===== config.mk =====
export PLATFORM = sky130hd
export DESIGN_NAME = cep0_hs_responder
export DESIGN_NICKNAME = d
export VERILOG_FILES = /design/src/rtl/cep0_hs_pkg.sv /design/src/rtl/cep0_hs_decide.sv /design/src/rtl/cep0_ctx_reg.sv /design/src/rtl/cep0_hs_responder.sv
export SDC_FILE = /design/constraint.sdc
export NUM_CORES = 1
export LEC_CHECK = 0
export ABC_AREA = 1
export BUFFER_PORTS_ARGS = -buffer_cell sky130_fd_sc_hd__buf_2
export CAP_MARGIN = 20
export CORE_AREA = 4 4 41 43
export DETAILED_ROUTE_END_ITERATION = 10
export DIE_AREA = 0 0 45 47
export PLACE_DENSITY_LB_ADDON = 0.08
export SYNTH_ARGS = -nofsm -noshare
export SYNTH_HDL_FRONTEND = slang
export SYNTH_SLANG_ARGS = --single-unit

===== constraint.sdc =====
create_clock -name clk -period 1.69 [get_ports clk]
set_clock_uncertainty 0.2 [all_clocks]
set_input_delay 0.2535 -clock clk [delete_from_list [all_inputs] [get_ports clk]]
set_output_delay 0.2535 -clock clk [all_outputs]
set_load 0.01 [all_outputs]

===== src/rtl/cep0_hs_pkg.sv =====
package cep0_hs_pkg;

    typedef enum logic [1:0] {
        HS_NONE  = 2'd0,
        HS_ACK   = 2'd1,
        HS_NAK   = 2'd2,
        HS_STALL = 2'd3
    } hs_e;

    typedef enum logic [1:0] {
        TK_SETUP = 2'd0,
        TK_IN    = 2'd1,
        TK_OUT   = 2'd2,
        TK_HACK  = 2'd3
    } tok_e;

    typedef enum logic [1:0] {
        ST_IDLE   = 2'd0,
        ST_DATA   = 2'd1,
        ST_STATUS = 2'd2
    } stage_e;

    typedef struct packed {
        tok_e tok;
        logic data1;
        logic empty;
        logic crc_ok;
    } pkt_s;

    typedef struct packed {
        logic fifo_en;
        logic halted;
        logic stall_cmd;
    } ctl_s;

    typedef struct packed {
        stage_e stage;
        logic   stall_lat;
        logic   tx_pend;
    } ctx_s;

    typedef struct packed {
        hs_e  hs;
        ctx_s nxt;
        logic irq_setup;
        logic irq_tx;
        logic irq_rx;
        logic rx_wr;
    } dec_s;

    // Shared priority: forced stall, then not-ready, then accept.
    function automatic hs_e hs_prio(input logic force_stall, input logic ready);
        if (force_stall)
            return HS_STALL;
        else if (!ready)
            return HS_NAK;
        else
            return HS_ACK;
    endfunction

endpackage


===== src/rtl/cep0_hs_decide.sv =====
module cep0_hs_decide
    import cep0_hs_pkg::*;
(
    input  logic pkt_valid,
    input  pkt_s pkt,
    input  ctl_s ctl,
    input  ctx_s ctx,
    output dec_s dec
);

    always_comb begin
        dec       = '0;
        dec.hs    = HS_NONE;
        dec.nxt   = ctx;
        if (pkt_valid && pkt.crc_ok) begin
            unique case (pkt.tok)
                TK_SETUP: begin
                    if (!pkt.data1) begin
                        dec.hs            = HS_ACK;
                        dec.irq_setup     = 1'b1;
                        dec.nxt.stage     = ST_DATA;
                        dec.nxt.stall_lat = 1'b0;
                        dec.nxt.tx_pend   = 1'b0;
                    end
                end
                TK_IN: begin
                    case (ctx.stage)
                        ST_DATA: begin
                            dec.hs = hs_prio(ctl.stall_cmd | ctl.halted | ctx.stall_lat,
                                             ctl.fifo_en);
                            dec.nxt.tx_pend = (dec.hs == HS_ACK);
                        end
                        ST_STATUS: dec.hs = HS_STALL;
                        default: ;
                    endcase
                end
                TK_OUT: begin
                    if (ctx.stage != ST_IDLE) begin
                        dec.nxt.stage   = ST_STATUS;
                        dec.nxt.tx_pend = 1'b0;
                        if (ctl.stall_cmd || ctx.stall_lat) begin
                            dec.hs = HS_STALL;
                        end else if (!pkt.data1) begin
                            dec.hs     = HS_STALL;
                            dec.irq_rx = 1'b1;
                        end else begin
                            // halted flag plays no part in the status stage
                            dec.hs = hs_prio(1'b0, ctl.fifo_en);
                            if (dec.hs == HS_ACK) begin
                                dec.irq_rx    = 1'b1;
                                dec.nxt.stage = ST_IDLE;
                            end
                        end
                        // status payload is acknowledged but never stored
                        dec.rx_wr = 1'b0;
                    end
                end
                TK_HACK: begin
                    if (ctx.tx_pend) begin
                        dec.irq_tx      = 1'b1;
                        dec.nxt.tx_pend = 1'b0;
                    end
                end
            endcase
            if (dec.hs == HS_STALL)
                dec.nxt.stall_lat = 1'b1;
        end
    end

endmodule


===== src/rtl/cep0_ctx_reg.sv =====
module cep0_ctx_reg
    import cep0_hs_pkg::*;
(
    input  logic clk,
    input  logic rst,
    input  ctx_s ctx_nxt,
    input  logic halt_set,
    input  logic halt_clr,
    output ctx_s ctx,
    output logic halted
);

    always_ff @(posedge clk) begin
        if (rst) begin
            ctx.stage     <= ST_IDLE;
            ctx.stall_lat <= 1'b0;
            ctx.tx_pend   <= 1'b0;
            halted        <= 1'b0;
        end else begin
            ctx <= ctx_nxt;
            if (halt_set)
                halted <= 1'b1;
            else if (halt_clr)
                halted <= 1'b0;
        end
    end

    // halted flag moves only on its own set/clear pulses
    a_r6_halt_hold: assert property (@(posedge clk) disable iff (rst)
        (!halt_set && !halt_clr) |=> $stable(halted));

    a_r6_halt_set_wins: assert property (@(posedge clk) disable iff (rst)
        halt_set |=> halted);

    // sticky stall drops only through a stage reset to data
    a_r5_lat_clear: assert property (@(posedge clk) disable iff (rst)
        $fell(ctx.stall_lat) |-> ctx.stage == ST_DATA);

endmodule


===== src/rtl/cep0_hs_responder.sv =====
module cep0_hs_responder
    import cep0_hs_pkg::*;
(
    input  logic       clk,
    input  logic       rst,
    input  logic       pkt_valid,
    input  logic [1:0] pkt_token,
    input  logic       pkt_data1,
    input  logic       pkt_empty,
    input  logic       pkt_crc_ok,
    input  logic       fifo_en,
    input  logic       halt_set,
    input  logic       halt_clr,
    input  logic       stall_cmd,
    output logic [1:0] hs_code,
    output logic       rx_wr_en,
    output logic       irq_setup,
    output logic       irq_tx_done,
    output logic       irq_rx_done,
    output logic       ep_halted,
    output logic [1:0] xfer_stage
);

    pkt_s pkt;
    ctl_s ctl;
    ctx_s ctx;
    dec_s dec;

    always_comb begin
        pkt.tok    = tok_e'(pkt_token);
        pkt.data1  = pkt_data1;
        pkt.empty  = pkt_empty;
        pkt.crc_ok = pkt_crc_ok;
        ctl.fifo_en   = fifo_en;
        ctl.halted    = ep_halted;
        ctl.stall_cmd = stall_cmd;
    end

    cep0_hs_decide u_decide (
        .pkt_valid (pkt_valid),
        .pkt       (pkt),
        .ctl       (ctl),
        .ctx       (ctx),
        .dec       (dec)
    );

    cep0_ctx_reg u_ctx (
        .clk      (clk),
        .rst      (rst),
        .ctx_nxt  (dec.nxt),
        .halt_set (halt_set),
        .halt_clr (halt_clr),
        .ctx      (ctx),
        .halted   (ep_halted)
    );

    always_ff @(posedge clk) begin
        if (rst) begin
            hs_code     <= HS_NONE;
            rx_wr_en    <= 1'b0;
            irq_setup   <= 1'b0;
            irq_tx_done <= 1'b0;
            irq_rx_done <= 1'b0;
        end else begin
            hs_code     <= dec.hs;
            rx_wr_en    <= dec.rx_wr;
            irq_setup   <= dec.irq_setup;
            irq_tx_done <= dec.irq_tx;
            irq_rx_done <= dec.irq_rx;
        end
    end

    assign xfer_stage = ctx.stage;

    // corrupted packets stay silent
    a_r2_crc_silent: assert property (@(posedge clk) disable iff (rst)
        (pkt_valid && !pkt_crc_ok) |=>
            (hs_code == HS_NONE && !irq_setup && !irq_tx_done && !irq_rx_done));

    // good DATA0 SETUP is always accepted and restarts the data stage
    a_r3_setup_ack: assert property (@(posedge clk) disable iff (rst)
        (pkt_valid && pkt_crc_ok && pkt_token == TK_SETUP && !pkt_data1) |=>
            (hs_code == HS_ACK && irq_setup && xfer_stage == ST_DATA));

    // sticky stall answers every IN/OUT in an active transfer
    a_r5_sticky: assert property (@(posedge clk) disable iff (rst)
        (pkt_valid && pkt_crc_ok && ctx.stall_lat && ctx.stage != ST_IDLE &&
         (pkt_token == TK_IN || pkt_token == TK_OUT)) |=> hs_code == HS_STALL);

    // transmit-done only follows a host ACK token
    a_r7_tx_after_hack: assert property (@(posedge clk) disable iff (rst)
        irq_tx_done |-> $past(pkt_valid && pkt_token == TK_HACK));

    // status-stage OUT never writes the receive FIFO
    a_r9_no_store: assert property (@(posedge clk) disable iff (rst)
        (pkt_valid && pkt_token == TK_OUT) |=> !rx_wr_en);

    // idle stage ignores IN and OUT
    a_r10_idle_quiet: assert property (@(posedge clk) disable iff (rst)
        (pkt_valid && ctx.stage == ST_IDLE &&
         (pkt_token == TK_IN || pkt_token == TK_OUT)) |=> hs_code == HS_NONE);

    a_r1_one_strobe: assert property (@(posedge clk) disable iff (rst)
        $onehot0({irq_setup, irq_tx_done, irq_rx_done}));

endmodule


### Word level (Yosys, flattened, before mapping)

Cells that the tools add are included.

* add/subtract/negate cells: 0
* multipliers: 0
* div/mod/pow operators: 0
* order comparisons: 0
* equal/unequal tests: 12
* shifts and indexed selects: 0
* mux-type cells: 31
* bitwise logic cells: 7
* reductions and logical operators: 15

Operators by type and width (count)
* $mux 2: 16
* $mux 1: 9
* $reduce_or 3->1: 3
* $eq 2x1->1 const B: 4
* $eq 2x2->1 const B: 4
* $pmux 2 s2: 2
* $reduce_and 4->1: 2
* $reduce_bool 2->1: 4
* $mux 6: 1
* $pmux 2 s3: 1
* $not 1->1: 5
* $reduce_or 5->1: 1
* $mux 4: 1
* $ne 2x1->1 const B: 2
* $ne 2x2->1 const B: 2
* $pmux 1 s4: 1
* $reduce_and 3->1: 1
* $logic_not 2->1: 1
* $or 1x1->1: 2
* $reduce_or 2->1: 1
* $logic_and 1x1->1: 1
* $logic_or 1x1->1: 1

* bits in registers: 11
* bits in latches: 0
* RAM bits: 0
* bits in read-only memories: 0
* output and inout bits: 9
* word-level logic and storage cells: 74
* memories: 0

### Depth between registers and ports, before layout

Gate-level depths: netlist of the first run.

* word-level depth: 16
* gate-level depth with buffers: 9

### Cells and area by module

Synthesis of the first run repeated with hierarchy kept, for this count alone.

* cell total of the unflattened synthesis: 93
* area total of the unflattened synthesis: 614.3 um^2

By module, submodules not included
* cep0_hs_decide: times used 1, cells an instance 58, area each 299.0 um^2, sequential area each 0.0 um^2
* cep0_hs_responder: times used 1, cells an instance 18, area each 165.2 um^2, sequential area each 120.1 um^2
* cep0_ctx_reg: times used 1, cells an instance 17, area each 150.1 um^2, sequential area each 100.1 um^2

### Worst setup path before layout of the first run

OpenSTA, ideal clock, no wires.

* path kind: reg2reg
* start: register u_ctx.ctx[2] (netlist name)
* end: register u_ctx.ctx[1] (netlist name)
* setup time: 116 ps
* arrival: 1107 ps
* required time: 1374 ps
* slack: 267 ps
* stages on the path, launching flop included: 8
* buffers on the path: 0
* cells stage by stage: dfxtp_1 > inv_1 > ha_1 > and3_2 > nand2_1 > nand2_1 > nand3_1 > a21oi_1

* word-level cells in the longest chain between the ends: 7
* elaborated cells on any way between the ends: 12

Ends and longest elaborated chain
* $eq 2x2->1, or another cell as far along: RTL line cep0_hs_decide.sv:27 `case (ctx.stage)`
* $pmux 2 s2 / $mux 4 (equally long branches): RTL line cep0_hs_decide.sv:27, cep0_hs_decide.sv:38
* $pmux 2 s3 *: RTL line cep0_hs_decide.sv:16 `unique case (pkt.tok)`
* $mux 2 *: RTL line cep0_hs_decide.sv:15 `if (pkt_valid && pkt.crc_ok) begin`
* $eq 2x2->1 *: RTL line cep0_hs_decide.sv:65 `if (dec.hs == HS_STALL)`
* $ne 2x1->1 (no line) / $reduce_bool 2->1 (equally long branches)
* $reduce_and 3->1 (no line)

Mark *: on every way between the ends. The rest lies on a longest branch, timed or not. The select of a mux whose other input is x is not followed.
A chain may end at the register's enable or synchronous reset.

### Final worst setup path of the first run

* start: register u_ctx.ctx[3] (netlist name)
* end: register u_ctx.ctx[3] (netlist name)

* word-level cells in the longest chain between the ends: 3

Ends and longest elaborated chain
* $reduce_bool 2->1: RTL line cep0_hs_decide.sv:38 `if (ctx.stage != ST_IDLE) begin`
* $ne 2x1->1 (no line)
* $reduce_and 4->1 (no line)

No other way between the ends.

==> results of run 1 <==
-- area by class of cell --
cell class / instances / area share, %
Tap cell: 15 / 2.907
Multi-Input combinational cell: 53 / 41.67
Sequential cell: 10 / 31.01
Clock buffer: 3 / 3.488
Timing Repair Buffer: 19 / 15.12
Inverter: 10 / 5.814
-- kinds of logic after synthesis --
logic type / share of synthesized area, %
and+or+nand+nor: 32.39
buffers and inverters: 11.35
AOI/OAI and AO/OA: 10.64
DFF: 37.82
adders and majority gates: 7.093
other: 0.7085
-- worst register-to-register path: stages (launching register included) --
cell	delay, ps
dfxtp_1	370
inv_1	70
ha_1	190
inv_1	70
o21ai_2	60
nor2_2	130
nand2_1	110
a21oi_1	180
nor2_1	60
-- flip-flops by register name, indices dropped and copies added (netlist names) --
| name | count |
|---|---|
| irq_rx_done | 1 |
| u_ctx.halted | 1 |
| u_ctx.ctx | 4 |
| hs_code | 2 |
| irq_setup | 1 |
| irq_tx_done | 1 |
-- worst min path at each step --
stage / startpoint / to / slack [ps] / cells past startpoint
floorplan: rst / u_ctx.ctx[1] / 120 / 1
global placement: u_ctx.ctx[0] / irq_tx_done / 260 / 2
detailed placement: u_ctx.ctx[0] / irq_tx_done / 260 / 2
CTS: halt_set / u_ctx.halted / 1 / 3
global route: halt_set / u_ctx.halted / 4 / 3
finish: halt_set / u_ctx.halted / -3 / 3
-- synth_stat cells (all sizes together) --
| cell type | count |
|---|---|
| nand2 | 17 |
| nor2 | 11 |
| dfxtp | 10 |
| inv | 10 |
| a21oi | 8 |
| nand3 | 6 |
| buf | 3 |
| ha | 3 |
| nor3 | 3 |
| a211oi | 1 |
| and3 | 1 |
| conb | 1 |
| o21ai | 1 |
| or2 | 1 |
-- power by group --
part / internal [µW] / switching, µW / total (µW)
clock: 82.1 / 76.9 / 159
sequential: 238 / 0.945 / 239
combinational: 21.1 / 32.8 / 53.9
-- metal layers --
metal / routed length [µm] / GRT usage [%] / up-vias
met4: 19 / 7.018 / 0
met1: 513 / 12.98 / 221
met3: 68 / 4.215 / 4
met5: 0 / 0 / -
met2: 526 / 18.36 / 11
li1: - / - / 277
-- per-stage QoR --
stage	power, µW	std cells	cell area (µm²)	hold WS (ps)
2_1_floorplan	274.7	76	529.3	122.6
3_3_place_gp	297.8	107	623.1	259.3
3_5_place_dp	298.6	107	623.1	255.9
4_1_cts	456.8	110	645.6	1.240
5_1_grt	476.1	110	645.6	4.269
6_report	452.2	110	645.6	-3.328
==> results.ini, run 1 <==
[flow_run]
maxCapViolCount=0

[clock_network]
htreeDepth=1
cts-root-buf=clkbuf_4
cts_tree=done
insertion_delay_ps=260
cts.repair.resized=0
clockBufferDepth=2
post_cts_buffers=0
hold_buffers=0
clk_pin_slew_ps=60
clock_sinks=10
cts_made_buffers=3

[sta]
timing.final.crit_period_ps=1534
finalSetupTns_ps=0
layout_setup_ws_ps=156.3
fmax_mhz=652.0
hold_viol=1
rsz0062_at_grt=no
timing.hold.ws_ps=-3.328
setup_violations=0
slew_viol_final=0
fin_crit_sh_pct=90.75

[finish]
nFillCells=143
area_growth_pct=21.99
post-route-util_pct=49.62
seq_area_um2=200.2
drive_gt1_share_pct=30.53
layout.nets=112
final_cell_mix=buf_2 (18), nand2_1 (16), dfxtp_1 (10)
multi_input_area_um2=269.0
final_common_cell=buf_2
n_antenna_cell=0

[synth]
synth_seq_cells=10
syn_inst=76
syn-mean-instance-area_um2=6.964
netlist_area_um2=529.3
ys_seq_area_share_pct=37.83
syn_nets=91
synth_cell_types=17
synth_area_leaders=dfxtp_1 (38%), nand2_1 (11%), a21oi_1 (7.6%)
ys.warnings.count=0
yosys.area.top_type=dfxtp_1
synth_top_area_share_pct=37.83

[global_routing]
grt_max_degree=8
grt_pass1_wl_mm=1.718
grt_use_total_pct=11.46
grt_pass1_vias=417
antenna_found_initial=0
grt.overflow.total=0

[setup_path]
end_kind=register
cp_max_fo=4
path_class=register to register
cp-endpoint=u_ctx.ctx[3]
crit_chain=inv_1 > ha_1 > inv_1 > o21ai_2 > nor2_2 > nand2_1 > a21oi_1 > nor2_1
slowest_delay_ps=370
worstPathRequired_ps=1640
cp_top_family=flip-flops
r2r.worst_path.cells=8
worstSetupStartpoint=u_ctx.ctx[3]
cp.depth=8
start_kind=register
crit_buf_inv=2
slowest_stage=dfxtp_1
reg2reg_to=u_ctx.ctx[3]
cp_common_cell=inv_1
r2r_slack_ps=160
cp.arrival_ps=1490
reg2reg_from=u_ctx.ctx[3]

[detailed_routing]
first_pass_iters=3
wl_mm=1.128
ant_nets=0
drcViolationCount=0
vias=513
vias_per_cell=4.664
wl_per_cell_um=10.25
drt_iter0_markers=7

[run_status]
violations=hold timing
status=complete, but fails checks

[place]
routabilityCongestion=0.7626
dp_hpwl_um=923.9
place_ws_ps=161.0
io_buffers=18

[power_and_ir_drop]
irDropWorstVdd_mv=0.3810
p_per_area_nw_per_um2=700.4
leakagePower_uw=0.0003340

[die]
core_um2=1301
start_util_pct=40.67
die_w_um=45
io_pins=21
die_h_um=47
die_area_um2=2115
fp-row-count=13

[worst_hold_path]
worstHoldPathType=input pin to register

Power figures use the tool's default switching activity.
==> inputs of run 2 (changes only) <==
--- a/config.mk
+++ b/config.mk
@@ -8,9 +8,11 @@
 export ABC_AREA = 1
 export BUFFER_PORTS_ARGS = -buffer_cell sky130_fd_sc_hd__buf_2
 export CAP_MARGIN = 20
-export CORE_AREA = 4 4 41 43
+export CELL_PAD_IN_SITES_DETAIL_PLACEMENT = 0
+export CELL_PAD_IN_SITES_GLOBAL_PLACEMENT = 1
+export CORE_MARGIN = 4
+export CORE_UTILIZATION = 30
 export DETAILED_ROUTE_END_ITERATION = 10
-export DIE_AREA = 0 0 45 47
 export PLACE_DENSITY_LB_ADDON = 0.08
 export SYNTH_ARGS = -nofsm -noshare
 export SYNTH_HDL_FRONTEND = slang
==> run 2 against run 1 <==
Compared with the run above: the run now ends clean; sequential power is essentially flat; critical path depth stayed put; global-route usage shrank 0.46 points; design area rose by 5.8%; critical endpoint unchanged; clock power up 40%; setup slack improved by 4.4 ps; utilization shrank 6.8 points.
==> results.ini, run 2 (same netlist as run 1, synthesis figures left out) <==
[setup_path]
end_kind=register
path_class=register to register
start_kind=register
worstPathRequired_ps=1650  ; about the same
cp.arrival_ps=1490  ; about the same
cp_max_fo=4  ; unchanged

[global_routing]
grt.overflow.total=0  ; unchanged
grt_use_total_pct=11.00  ; -0.46 points
grt_pass1_vias=480  ; +15%
grt_pass1_wl_mm=2.049  ; +19%
grt_max_degree=8  ; unchanged
antenna_found_initial=0  ; unchanged

[power_and_ir_drop]
p_per_area_nw_per_um2=758.5  ; +8.3%
leakagePower_uw=0.0003452  ; +3.3%
power_uw=518.2  ; +15%
irDropWorstVdd_mv=0.3176  ; -17%

[clock_network]
clockBufferDepth=2  ; unchanged
htreeDepth=1  ; unchanged
cts-root-buf=clkbuf_4
insertion_delay_ps=270  ; about the same
cts_tree=done
cts_made_buffers=3  ; unchanged
post_cts_buffers=0  ; unchanged
clk_pin_slew_ps=80  ; +20 ps
clock_sinks=10  ; unchanged

[run_status]
status=finished clean

[detailed_routing]
ant_nets=0  ; unchanged
wl_mm=1.187  ; +5.2%
vias=526  ; +2.5%
first_pass_iters=6  ; +3
wl_per_cell_um=9.810  ; -4.3%
vias_per_cell=4.347  ; -6.8%
drcViolationCount=0  ; unchanged
drt_iter0_markers=4  ; -3

[finish]
final_cell_mix=buf_2 (18), nand2_1 (16), dfxtp_1 (10)
post-route-util_pct=42.86  ; -6.8 points
final_common_cell=buf_2
drive_gt1_share_pct=31.96  ; +1.4 points
layout.nets=113  ; +0.89%
top_register=u_ctx.ctx
top_regs=u_ctx.ctx (4), hs_code (2)
n_antenna_cell=0  ; unchanged
largest_reg_flops=4  ; unchanged
area_growth_pct=29.08

[sta]
hold_viol=0  ; -1
finalSetupTns_ps=0  ; unchanged
slew_viol_final=0  ; unchanged
rsz0062_at_grt=no
fmax_mhz=653.9  ; +0.29%
fin_crit_sh_pct=90.49  ; -0.26 points
setup_violations=0  ; unchanged
layout_setup_ws_ps=160.7  ; +4.415 ps
timing.final.crit_period_ps=1529  ; -4.415 ps

[die]
fp-row-count=14  ; +1
die_area_um2=2500  ; +18%
die_w_um=50  ; +11%
die_h_um=50  ; +6.4%
start_util_pct=33.20  ; -7.5 points
io_pins=21  ; unchanged
core_um2=1594  ; +22%

[place]
place_ws_ps=181.7  ; +20.74 ps
dp_hpwl_um=976.3  ; +5.7%
io_buffers=18  ; unchanged
routabilityCongestion=0.8067  ; +5.8%

[worst_hold_path]
worstHoldPathType=input pin to register

[flow_run]
maxCapViolCount=0  ; unchanged

## run 2: cell count changes in the layout (fill, tap and decap cells not counted), sizes merged
cell | previous run | this run
dlygate4sd3 | 0 | 1
clkbuf | 3 | 4
## run 2: timing repair
item,CTS,global route
hold buffers,1,0
gates resized for setup,0,1
hold endpoints to repair,1,0
setup endpoints to repair,0,1
## run 2: power by group
group          leakage [µW]  internal, µW  switching (µW)  total [µW]
Sequential        0.0000809           238            1.02         239
Clock             0.0000210           131            91.4         222
Combinational      0.000243          22.6            34.4        57.0
Total              0.000345           391             127         518
## run 2: layout make-up
type                    count  area, µm²
well taps                  24      30.03
repair buffers             20      107.6
inverters                  10      37.54
multi-input cells          53      271.5
flip-flops and latches     10      200.2
fillers                   186      910.9
clock buffers               4      36.28
## run 2: stage by stage
step,hold slack [ps],cell area (µm²),std cells
3_5_place_dp,258.1,634.4,116
5_1_grt,56.62,683.2,121
2_1_floorplan,122.6,529.3,76
3_3_place_gp,268.4,634.4,116
4_1_cts,48.16,680.7,121
6_report,54.84,683.2,121
## run 2: worst max-delay path, stage by stage, from the launching register on
cell     delay (ps)
dfxtp_1         380
inv_1            80
ha_1            200
inv_1            70
o21ai_2          60
nor2_2          140
nand2_1         110
a21oi_1         150
nor2_1           40
## run 2: path summary, 6_finish.rpt
check        cells after the start    startpoint  slack (ps)            to
max                              8  u_ctx.ctx[3]         160  u_ctx.ctx[3]
min reg2reg                      2  u_ctx.ctx[0]         270   irq_tx_done
max reg2reg                      8  u_ctx.ctx[3]         160  u_ctx.ctx[3]
min                              4     stall_cmd          50   irq_rx_done
## run 2: per-layer routing
| metal | wire, µm | track usage, % | vias to the layer above |
|---|---|---|---|
| li1 | - | - | 277 |
| met1 | 567 | 13.26 | 233 |
| met2 | 545 | 16.52 | 14 |
| met3 | 46 | 1.807 | 2 |
| met4 | 27 | 9.677 | 0 |
| met5 | 0 | 0 | - |
